$ cat config.mk
export PLATFORM = sky130hd
export DESIGN_NAME = tdw_timer
export DESIGN_NICKNAME = d
export VERILOG_FILES = /design/src/rtl/tdw_pkg.sv /design/src/rtl/tdw_input_cond.sv /design/src/rtl/tdw_count_unit.sv /design/src/rtl/tdw_flag_unit.sv /design/src/rtl/tdw_timer.sv
export SDC_FILE = /design/constraint.sdc
export NUM_CORES = 1
export LEC_CHECK = 0
export BUFFER_PORTS_ARGS = -buffer_cell sky130_fd_sc_hd__buf_2
export CORE_MARGIN = 4
export CORE_UTILIZATION = 55
export CTS_CLUSTER_DIAMETER = 120
export DETAILED_ROUTE_END_ITERATION = 12
export PLACE_DENSITY = 0.82
export SLEW_MARGIN = 20
export SYNTH_ARGS = -nofsm -noshare
export SYNTH_HDL_FRONTEND = slang
export SYNTH_HIERARCHICAL = 1
export SYNTH_SLANG_ARGS = --single-unit
$ cat constraint.sdc
create_clock -name clk -period 1.9 [get_ports clk]
set_input_delay 0.19 -clock clk [delete_from_list [all_inputs] [get_ports clk]]
set_output_delay 0.19 -clock clk [all_outputs]
set_load 0.03 [all_outputs]
$ cat src/rtl/tdw_pkg.sv
package tdw_pkg;
  localparam int BYTE_W      = 8;
  localparam int NFLAG       = 4;

  localparam int A_CTRL = 0;
  localparam int A_CNTL = 1;
  localparam int A_CNTH = 2;
  localparam int A_CMPA = 3;
  localparam int A_CMPB = 4;
  localparam int A_CAPL = 5;
  localparam int A_CAPH = 6;
  localparam int A_FLAG = 7;

  localparam int FLG_OVF  = 0;
  localparam int FLG_CMPA = 1;
  localparam int FLG_CMPB = 2;
  localparam int FLG_CAP  = 3;

  typedef struct packed {
    logic run;       // bit7
    logic filt_en;   // bit6
    logic cap_fall;  // bit5
    logic cap_sel;   // bit4
    logic ext_fall;  // bit3
    logic ext_src;   // bit2
    logic auto_clr;  // bit1
    logic wide;      // bit0
  } ctrl_t;
endpackage

$ cat src/rtl/tdw_input_cond.sv
module tdw_input_cond #(
  parameter int SYNC_STAGES = 2,
  parameter int FILT_LEN    = 4
) (
  input  logic clk,
  input  logic rst,
  input  logic pin,
  input  logic filt_en,
  input  logic fall_sel,
  output logic edge_o
);
  logic [SYNC_STAGES-1:0] sync_q;
  logic synced, level, prev_q;

  always_ff @(posedge clk) begin
    if (rst) sync_q <= '0;
    else     sync_q <= {sync_q[SYNC_STAGES-2:0], pin};
  end
  assign synced = sync_q[SYNC_STAGES-1];

  generate
    if (FILT_LEN > 0) begin : g_filt
      logic [FILT_LEN-1:0] hist_q;
      logic                filt_q;
      always_ff @(posedge clk) begin
        if (rst) begin
          hist_q <= '0;
          filt_q <= 1'b0;
        end else begin
          hist_q <= {hist_q[FILT_LEN-2:0], synced};
          if (&hist_q)       filt_q <= 1'b1;
          else if (~|hist_q) filt_q <= 1'b0;
        end
      end
      assign level = filt_en ? filt_q : synced;
    end else begin : g_nofilt
      logic unused_filt;
      assign unused_filt = filt_en;
      assign level       = synced;
    end
  endgenerate

  always_ff @(posedge clk) begin
    if (rst) prev_q <= 1'b0;
    else     prev_q <= level;
  end

  assign edge_o = fall_sel ? (prev_q & ~level) : (~prev_q & level);
endmodule

$ cat src/rtl/tdw_count_unit.sv
module tdw_count_unit #(
  parameter int BYTE_W = 8
) (
  input  logic                  clk,
  input  logic                  rst,
  input  logic                  tick,
  input  logic                  wide,
  input  logic                  auto_clr,
  input  logic [BYTE_W-1:0]     cmp_a,
  input  logic [BYTE_W-1:0]     cmp_b,
  input  logic                  ld_en,
  input  logic [2*BYTE_W-1:0]   ld_val,
  input  logic                  cap_evt,
  output logic [2*BYTE_W-1:0]   cnt_q,
  output logic [2*BYTE_W-1:0]   cap_q,
  output logic                  hit_ovf,
  output logic                  hit_a,
  output logic                  hit_b,
  output logic                  hit_cap
);
  localparam int CNT_W = 2 * BYTE_W;

  logic [BYTE_W-1:0] lo_q, hi_q;
  logic match_a, match_b, at_max, reload;

  assign cnt_q   = {hi_q, lo_q};
  assign match_a = wide ? (cnt_q == {cmp_b, cmp_a}) : (lo_q == cmp_a);
  assign match_b = ~wide & (lo_q == cmp_b);
  assign at_max  = wide ? (&cnt_q) : (&lo_q);
  assign reload  = auto_clr & match_a;

  assign hit_a   = tick & match_a;
  assign hit_b   = tick & match_b;
  assign hit_ovf = tick & at_max & ~reload;
  assign hit_cap = cap_evt;

  always_ff @(posedge clk) begin
    if (rst) begin
      lo_q <= '0;
      hi_q <= '0;
    end else if (ld_en) begin
      lo_q <= ld_val[BYTE_W-1:0];
      hi_q <= ld_val[CNT_W-1:BYTE_W];
    end else if (tick) begin
      if (reload) begin
        lo_q <= '0;
        if (wide) hi_q <= '0;
      end else begin
        lo_q <= lo_q + 1'b1;
        if (wide && (&lo_q)) hi_q <= hi_q + 1'b1;
      end
    end
  end

  always_ff @(posedge clk) begin
    if (rst)          cap_q <= '0;
    else if (cap_evt) cap_q <= wide ? cnt_q : {{BYTE_W{1'b0}}, lo_q};
  end
endmodule

$ cat src/rtl/tdw_flag_unit.sv
module tdw_flag_unit #(
  parameter int NFLAG = 4
) (
  input  logic             clk,
  input  logic             rst,
  input  logic [NFLAG-1:0] set_vec,
  input  logic [NFLAG-1:0] clr_vec,
  input  logic             mask_we,
  input  logic [NFLAG-1:0] mask_d,
  output logic [NFLAG-1:0] flags_q,
  output logic [NFLAG-1:0] mask_q,
  output logic             irq_q
);
  always_ff @(posedge clk) begin
    if (rst) begin
      flags_q <= '0;
      mask_q  <= '0;
      irq_q   <= 1'b0;
    end else begin
      flags_q <= (flags_q & ~clr_vec) | set_vec;
      if (mask_we) mask_q <= mask_d;
      irq_q   <= |(flags_q & mask_q);
    end
  end
endmodule

$ cat src/rtl/tdw_timer.sv
module tdw_timer
  import tdw_pkg::*;
#(
  parameter int BYTE_W      = tdw_pkg::BYTE_W,
  parameter int ADDR_W      = 3,
  parameter int FILT_LEN    = 4,
  parameter int SYNC_STAGES = 2
) (
  input  logic              clk,
  input  logic              rst,
  input  logic              bus_we,
  input  logic              bus_re,
  input  logic [ADDR_W-1:0] bus_addr,
  input  logic [BYTE_W-1:0] bus_wdata,
  output logic [BYTE_W-1:0] bus_rdata,
  input  logic              presc_tick,
  input  logic              ext_pin,
  input  logic [1:0]        cap_pin,
  output logic              irq
);
  localparam int CNT_W = 2 * BYTE_W;

  ctrl_t             ctrl_q;
  logic [BYTE_W-1:0] cmp_a_q, cmp_b_q, wr_hi_q, rd_hi_q;
  logic [CNT_W-1:0]  cnt_q, cap_q, ld_val;
  logic              ld_en, tick, ext_edge, cap_evt, cap_src;
  logic              hit_ovf, hit_a, hit_b, hit_cap;
  logic [NFLAG-1:0]  set_vec, clr_vec, flags_q, mask_q;
  logic              flag_wr;

  // input conditioning: external count pin (no filter) and capture pin
  tdw_input_cond #(.SYNC_STAGES(SYNC_STAGES), .FILT_LEN(0)) u_ext (
    .clk(clk), .rst(rst), .pin(ext_pin), .filt_en(1'b0),
    .fall_sel(ctrl_q.ext_fall), .edge_o(ext_edge));

  assign cap_src = ctrl_q.cap_sel ? cap_pin[1] : cap_pin[0];

  tdw_input_cond #(.SYNC_STAGES(SYNC_STAGES), .FILT_LEN(FILT_LEN)) u_cap (
    .clk(clk), .rst(rst), .pin(cap_src), .filt_en(ctrl_q.filt_en),
    .fall_sel(ctrl_q.cap_fall), .edge_o(cap_evt));

  assign tick = ctrl_q.run & (ctrl_q.ext_src ? ext_edge : presc_tick);

  // counter load from the bus, high byte via holding register in wide mode
  assign ld_en  = bus_we && (bus_addr == ADDR_W'(A_CNTL));
  assign ld_val = ctrl_q.wide ? {wr_hi_q, bus_wdata}
                              : {cnt_q[CNT_W-1:BYTE_W], bus_wdata};

  tdw_count_unit #(.BYTE_W(BYTE_W)) u_cnt (
    .clk(clk), .rst(rst), .tick(tick), .wide(ctrl_q.wide),
    .auto_clr(ctrl_q.auto_clr), .cmp_a(cmp_a_q), .cmp_b(cmp_b_q),
    .ld_en(ld_en), .ld_val(ld_val), .cap_evt(cap_evt),
    .cnt_q(cnt_q), .cap_q(cap_q), .hit_ovf(hit_ovf), .hit_a(hit_a),
    .hit_b(hit_b), .hit_cap(hit_cap));

  // flags: set by events, cleared by writing ones
  assign flag_wr = bus_we && (bus_addr == ADDR_W'(A_FLAG));
  always_comb begin
    set_vec           = '0;
    set_vec[FLG_OVF]  = hit_ovf;
    set_vec[FLG_CMPA] = hit_a;
    set_vec[FLG_CMPB] = hit_b;
    set_vec[FLG_CAP]  = hit_cap;
    clr_vec           = flag_wr ? bus_wdata[NFLAG-1:0] : '0;
  end

  tdw_flag_unit #(.NFLAG(NFLAG)) u_flg (
    .clk(clk), .rst(rst), .set_vec(set_vec), .clr_vec(clr_vec),
    .mask_we(flag_wr), .mask_d(bus_wdata[2*NFLAG-1:NFLAG]),
    .flags_q(flags_q), .mask_q(mask_q), .irq_q(irq));

  // register writes
  always_ff @(posedge clk) begin
    if (rst) begin
      ctrl_q  <= '0;
      cmp_a_q <= '0;
      cmp_b_q <= '0;
      wr_hi_q <= '0;
    end else if (bus_we) begin
      case (bus_addr)
        ADDR_W'(A_CTRL): ctrl_q  <= ctrl_t'(bus_wdata[7:0]);
        ADDR_W'(A_CNTH): wr_hi_q <= bus_wdata;
        ADDR_W'(A_CMPA): cmp_a_q <= bus_wdata;
        ADDR_W'(A_CMPB): cmp_b_q <= bus_wdata;
        default: ;
      endcase
    end
  end

  // registered reads with high-byte latching
  always_ff @(posedge clk) begin
    if (rst) begin
      bus_rdata <= '0;
      rd_hi_q   <= '0;
    end else if (bus_re) begin
      case (bus_addr)
        ADDR_W'(A_CTRL): bus_rdata <= BYTE_W'(ctrl_q);
        ADDR_W'(A_CNTL): begin
          bus_rdata <= cnt_q[BYTE_W-1:0];
          if (ctrl_q.wide) rd_hi_q <= cnt_q[CNT_W-1:BYTE_W];
        end
        ADDR_W'(A_CNTH): bus_rdata <= ctrl_q.wide ? rd_hi_q : cnt_q[CNT_W-1:BYTE_W];
        ADDR_W'(A_CMPA): bus_rdata <= cmp_a_q;
        ADDR_W'(A_CMPB): bus_rdata <= cmp_b_q;
        ADDR_W'(A_CAPL): begin
          bus_rdata <= cap_q[BYTE_W-1:0];
          rd_hi_q   <= cap_q[CNT_W-1:BYTE_W];
        end
        ADDR_W'(A_CAPH): bus_rdata <= rd_hi_q;
        default:         bus_rdata <= BYTE_W'({mask_q, flags_q});
      endcase
    end
  end
endmodule

; Yosys cells after proc, flatten, opt, wreduce, memory -nomap -nowiden
; Index checks and enable logic that the tools add are counted.
[word_totals]
ff_bits = 100
output_inout_bits = 9
in_bits = 19
elab_cells = 104
[op_classes]
muxes = 24
add_sub_neg = 2
bitwise_logic = 21
n_reduce_logical = 18
eq_ne = 14
[op_table]
columns = operator, count
row1 = $mux W8, 10
row2 = $pmux W8 S7, 1
row3 = $mux W16, 2
row4 = $add A8 B1 Y8 const B, 2
row5 = $eq A16 B16 Y1, 1
row6 = $eq A8 B8 Y1, 2
row7 = $pmux W8 S2, 1
row8 = $reduce_and A16 Y1, 1
row9 = $eq A3 B3 Y1 const B, 4
row10 = $and A1 B1 Y1, 11
row11 = $mux W1, 9
row12 = $and A4 B4 Y4, 2
row13 = $reduce_and A2 Y1, 4
row14 = $reduce_and A4 Y1, 2
row15 = $reduce_and A8 Y1, 1
row16 = $reduce_or A4 Y1, 2
row17 = $eq A3 B2 Y1 const B, 2
row18 = $not A1 Y1, 6
row19 = $mux W4, 1
row20 = $ne A2 B2 Y1 const B, 2
row21 = $not A4 Y4, 1
row22 = $or A4 B4 Y4, 1
row23 = $reduce_bool A2 Y1, 2
row24 = $eq A3 B1 Y1 const B, 1
row25 = 6 further kinds, 8

; Depth between registers and ports, before layout
[depth]
ltp_word = 8
mapped_depth = 11

; Modules after synthesis
; The synthesis kept the hierarchy.
[modules_own_cells]
columns = mod, instances, cells_each, area_each_um2
row1 = tdw_timer, 1, 274, 2493.6
row2 = tdw_count_unit, 1, 233, 1984.4
row3 = tdw_flag_unit, 1, 34, 331.6
row4 = tdw_input_cond (u_cap), 1, 22, 259.0
row5 = tdw_input_cond (u_ext), 1, 9, 101.3

; Worst setup path before layout
; No wires, ideal clock.
[synth_path]
kind = register to register
start = register u_ext.prev_q
end = register u_cnt.hi_q[7]
setup_slack_ns = -0.169
period_less_slack_ns = 2.069
setup_ns = 0.075
arrival_time_ns = 1.994
stages_incl_launch_ff = 11
t_required_ns = 1.825
cell_sequence = dfxtp_1 -> nand2b_1 -> o22ai_2 -> mux2i_1 -> nor2b_1 -> clkbuf_1 -> nand2_1 -> or4_1 -> nor4_1 -> a22oi_1 -> o22ai_1
[synth_via]
elab_chain_len = 7
elab_cells_between_ends = 9
cone_classes = eq/ne (1) / mux (2) / bitwise (4) / reduce/logical (2)
[synth_rtl]
columns = item, line
row1 = "start, declared", tdw_input_cond.sv:13  ; logic synced, level, prev_q;
row2 = "start signal, assigned", tdw_input_cond.sv:45  ; else prev_q <= level;
row3 = $not A1 Y1, tdw_input_cond.sv:48  ; assign edge_o = fall_sel ? (prev_q & ~level) : (~prev_q & level);
row4 = $and A1 B1 Y1, tdw_input_cond.sv:48
row5 = $mux W1 (*), tdw_input_cond.sv:48
row6 = named net ext_edge, tdw_timer.sv:26  ; logic ld_en, tick, ext_edge, cap_evt, cap_src;
row7 = $mux W1 (*), tdw_timer.sv:42  ; assign tick = ctrl_q.run & (ctrl_q.ext_src ? ext_edge : presc_tick);
row8 = $and A1 B1 Y1 (*), tdw_timer.sv:42
row9 = named net tick, tdw_timer.sv:26
row10 = $ne A3 B3 Y1 (no source line) / $reduce_bool A2 Y1 (equally long branches), --
row11 = $reduce_and A4 Y1 (no source line) (*), --
row12 = "end signal, assigned", tdw_count_unit.sv:43  ; hi_q <= ld_val[CNT_W-1:BYTE_W];
row13 = "end signal, assigned", tdw_count_unit.sv:50  ; if (wide && (&lo_q)) hi_q <= hi_q + 1'b1;
row14 = "end, declared", tdw_count_unit.sv:23  ; logic [BYTE_W-1:0] lo_q, hi_q;
; The timed path passes the listed nets; every way through them passes the cells marked *.
; A chain may end at the register's enable or synchronous reset.

; Worst setup path after layout
[layout_path]
start = register u_ext.prev_q
end = register u_cnt.hi_q[0]
; Same word-level chain as after synthesis.

==> results.md <==
- Outcome: complete, but fails checks
- Violated checks: negative setup slack
- Fin util: 66.1%
- Synth Instances: 571
- Clock Path Buffers: 2
- Antenna diode count: 0
- Period minus WS final: 2.15 ns
- ANT nets after route: 0
- Remaining DRCs: 0
- Avg Inst Size Synth: 9.05 um^2
- CTS Root Cell: clkbuf_8
- Nets: 646
- Dpl cells: 712
- Die area: 11000 um^2
- First-pass GRT wire length: 23.1 mm
- Hold-fix buffers, CTS: 0
- Hpwl dp: 10.2 mm
- Gr usage total: 26.1%
- Synthesis-to-finish area growth: 17.7%
- Crit path max-delay cell type: dfxtp_2
- Worst skew pair latency: 0.37 ns
- Site Rows: 35
- Unrepaired setup endpoints after global routing: true
- Vias per cell: 6.58
- Chip width: 105 um
- Worst-path cell chain: nand2b_4 > o22ai_2 > mux2i_1 > nor2b_2 > nand2_2 > buf_6 > nor4_4 > a211oi_2 > buf_4 > a221oi_1 > a211oi_1
- Core footprint: 9200 um^2
- Num CTS Buffers: 9
- Clk sinks: 100
- Crit path DAT: 2.39 ns
- H-tree depth: 3
- Clk_skew: 0.0118 ns
- Synthesized Nets: 592
- Chip height: 105 um
- Final Hold Vio Count: 0
- Final Max Tran Viols: 0
- CP top delay family: simple AND/OR/NAND/NOR gates
- Global route total overflow: 0
- Port Buffers: 27
- WL final: 15.6 mm
- Worst vdd ir: 0.000329 V
- DRT iter0 DRCs: 612
- Initial core utilization: 56.2%
- Vias in the first global route: 4508
- Boundary pin count: 28
- Min-delay worst type: primary input to flop
- Clock slew at reported path FFs: 0.10 ns
- Least-Margin Pin Slew: 0.682 ns
- Initial antenna violation count: 0
- Required time of the critical path: 2.15 ns
- R2R setup slack: -0.25 ns
- CTS tree: done
- Setup ws final: -0.245 ns
- Max cap viols: 0
- Fmax: 466 MHz
- Fin cells: 740
- Slew margin rel.: 54.3%
- PD cells: 689 nW/um^2
- Critical path type: flop to flop
- DR WL/cell: 21.1 um
- Worst Hold Slack: 0.0221 ns
- Cell Area, Synth: 5170 um^2
- Synth warn: 6
- Pin count of the biggest net entering global routing: 27
- Vias: 4870
- Crit share post-route: 113%
- Lkg Pwr: 2.23 nW
- Layout cell share with drive strength beyond 1: 28.5%
- Worst setup SP type: flop
- Routability cong.: 0.954
- CP bufs+invs: 2
- Crit-path max FO: 6
- Final setup fails: 14
- CP Capture Type: flop
- Max incr delay on CP: 0.33 ns
- First-pass DRT Iterations: 8
==> power breakdown <==
group          switching, mW  leakage, nW  internal (mW)  total, mW
Combinational          0.351         1.33          0.239      0.590
Clock                  0.792       0.0899          0.616       1.41
Sequential            0.0485        0.817           2.15       2.19
Total                   1.19         2.23           3.00       4.19
==> metal layers <==
layer  vias up  global-route usage [%]  part of all wire, %
met3        83                    7.29                  9.7
met4         0                    11.1                  5.0
met5         -                       0                    0
met2       336                    42.9                   47
met1      2330                    32.3                   38
li1       2121                       -                    -
==> path summary, 6_finish.rpt <==
path                              startpoint                         end  cells after the start
setup / recovery     u_ext/prev_q$_SDFF_PP0_  u_cnt/hi_q[0]$_SDFFE_PP0P_                     11
hold / removal                       ext_pin  u_ext/sync_q[0]$_SDFF_PP0_                      2
setup reg to reg     u_ext/prev_q$_SDFF_PP0_  u_cnt/hi_q[0]$_SDFFE_PP0P_                     11
hold reg to reg   u_ext/sync_q[0]$_SDFF_PP0_  u_ext/sync_q[1]$_SDFF_PP0_                      1
==> layout by cell type (no fill, tap or decap), types with 3 or more instances in the layout <==
master and n:
nor3_4 4, dfxtp_2 11, clkbuf_8 9, mux2i_1 40, xnor2_2 3, o221a_2 8
and2_1 6, a22oi_1 6, nor2_1 63, clkinvlp_4 3, buf_12 6, nand4_1 10
o221ai_1 14, nor2b_1 18, nand2_1 57, a21oi_1 49, buf_6 4, xor2_1 6
nand3b_1 4, nand3_1 16, inv_1 7, buf_2 27, xnor2_1 18, buf_4 52
nand2b_1 17, a221oi_2 5, mux2_2 9, nor4_2 3, nor3_2 3, nor3b_1 6
dfxtp_1 87, mux4_2 8
==> through the flow <==
| stage | power [mW] | instance area (um^2) | TNS [ns] | worst slack [ns] |
|---|---|---|---|---|
| after floorplan | 2.60 | 5190 | 0 | 0.00300 |
| after global placement | 2.76 | 5650 | -0.0158 | -0.00873 |
| after detailed placement | 2.78 | 5650 | -0.306 | -0.112 |
| after CTS | 4.15 | 5870 | -0.691 | -0.130 |
| after global routing | 4.31 | 6080 | -2.50 | -0.280 |
| final | 4.19 | 6080 | -1.36 | -0.245 |
==> cell type report <==
| type | instances | area [um^2] |
|---|---|---|
| multi-input cells | 417 | 3000 |
| inverters | 8 | 30.0 |
| fillers | 663 | 3110 |
| clock buffers | 9 | 124 |
| flip-flops and latches | 100 | 2020 |
| well taps | 111 | 139 |
| repair buffers | 89 | 691 |
| clock inverters | 6 | 72.6 |
==> registers in the layout, summed over array words and instances (netlist names) <==
signal / flops
bus_rdata: 8
u_cap/g_filt.hist_q: 4
u_cnt/hi_q: 8
cmp_a_q: 8
u_ext/prev_q: 1
ctrl_q: 8
u_flg/mask_q: 4
u_cnt/cap_q: 16
rd_hi_q: 8
u_ext/sync_q: 2
wr_hi_q: 8
u_cap/sync_q: 2
u_cap/prev_q: 1
u_flg/flags_q: 4
u_cnt/lo_q: 8
cmp_b_q: 8
u_flg/irq_q: 1
u_cap/g_filt.filt_q: 1
==> timing repair <==
item                       4_1_cts  5_1_grt
setup endpoints to repair       10       15
pin swaps                        2        9
resized for setup                5       32
buffers inserted                 0       12
cloned                           0        1
Note: power is estimated with default switching activity, not from simulation.
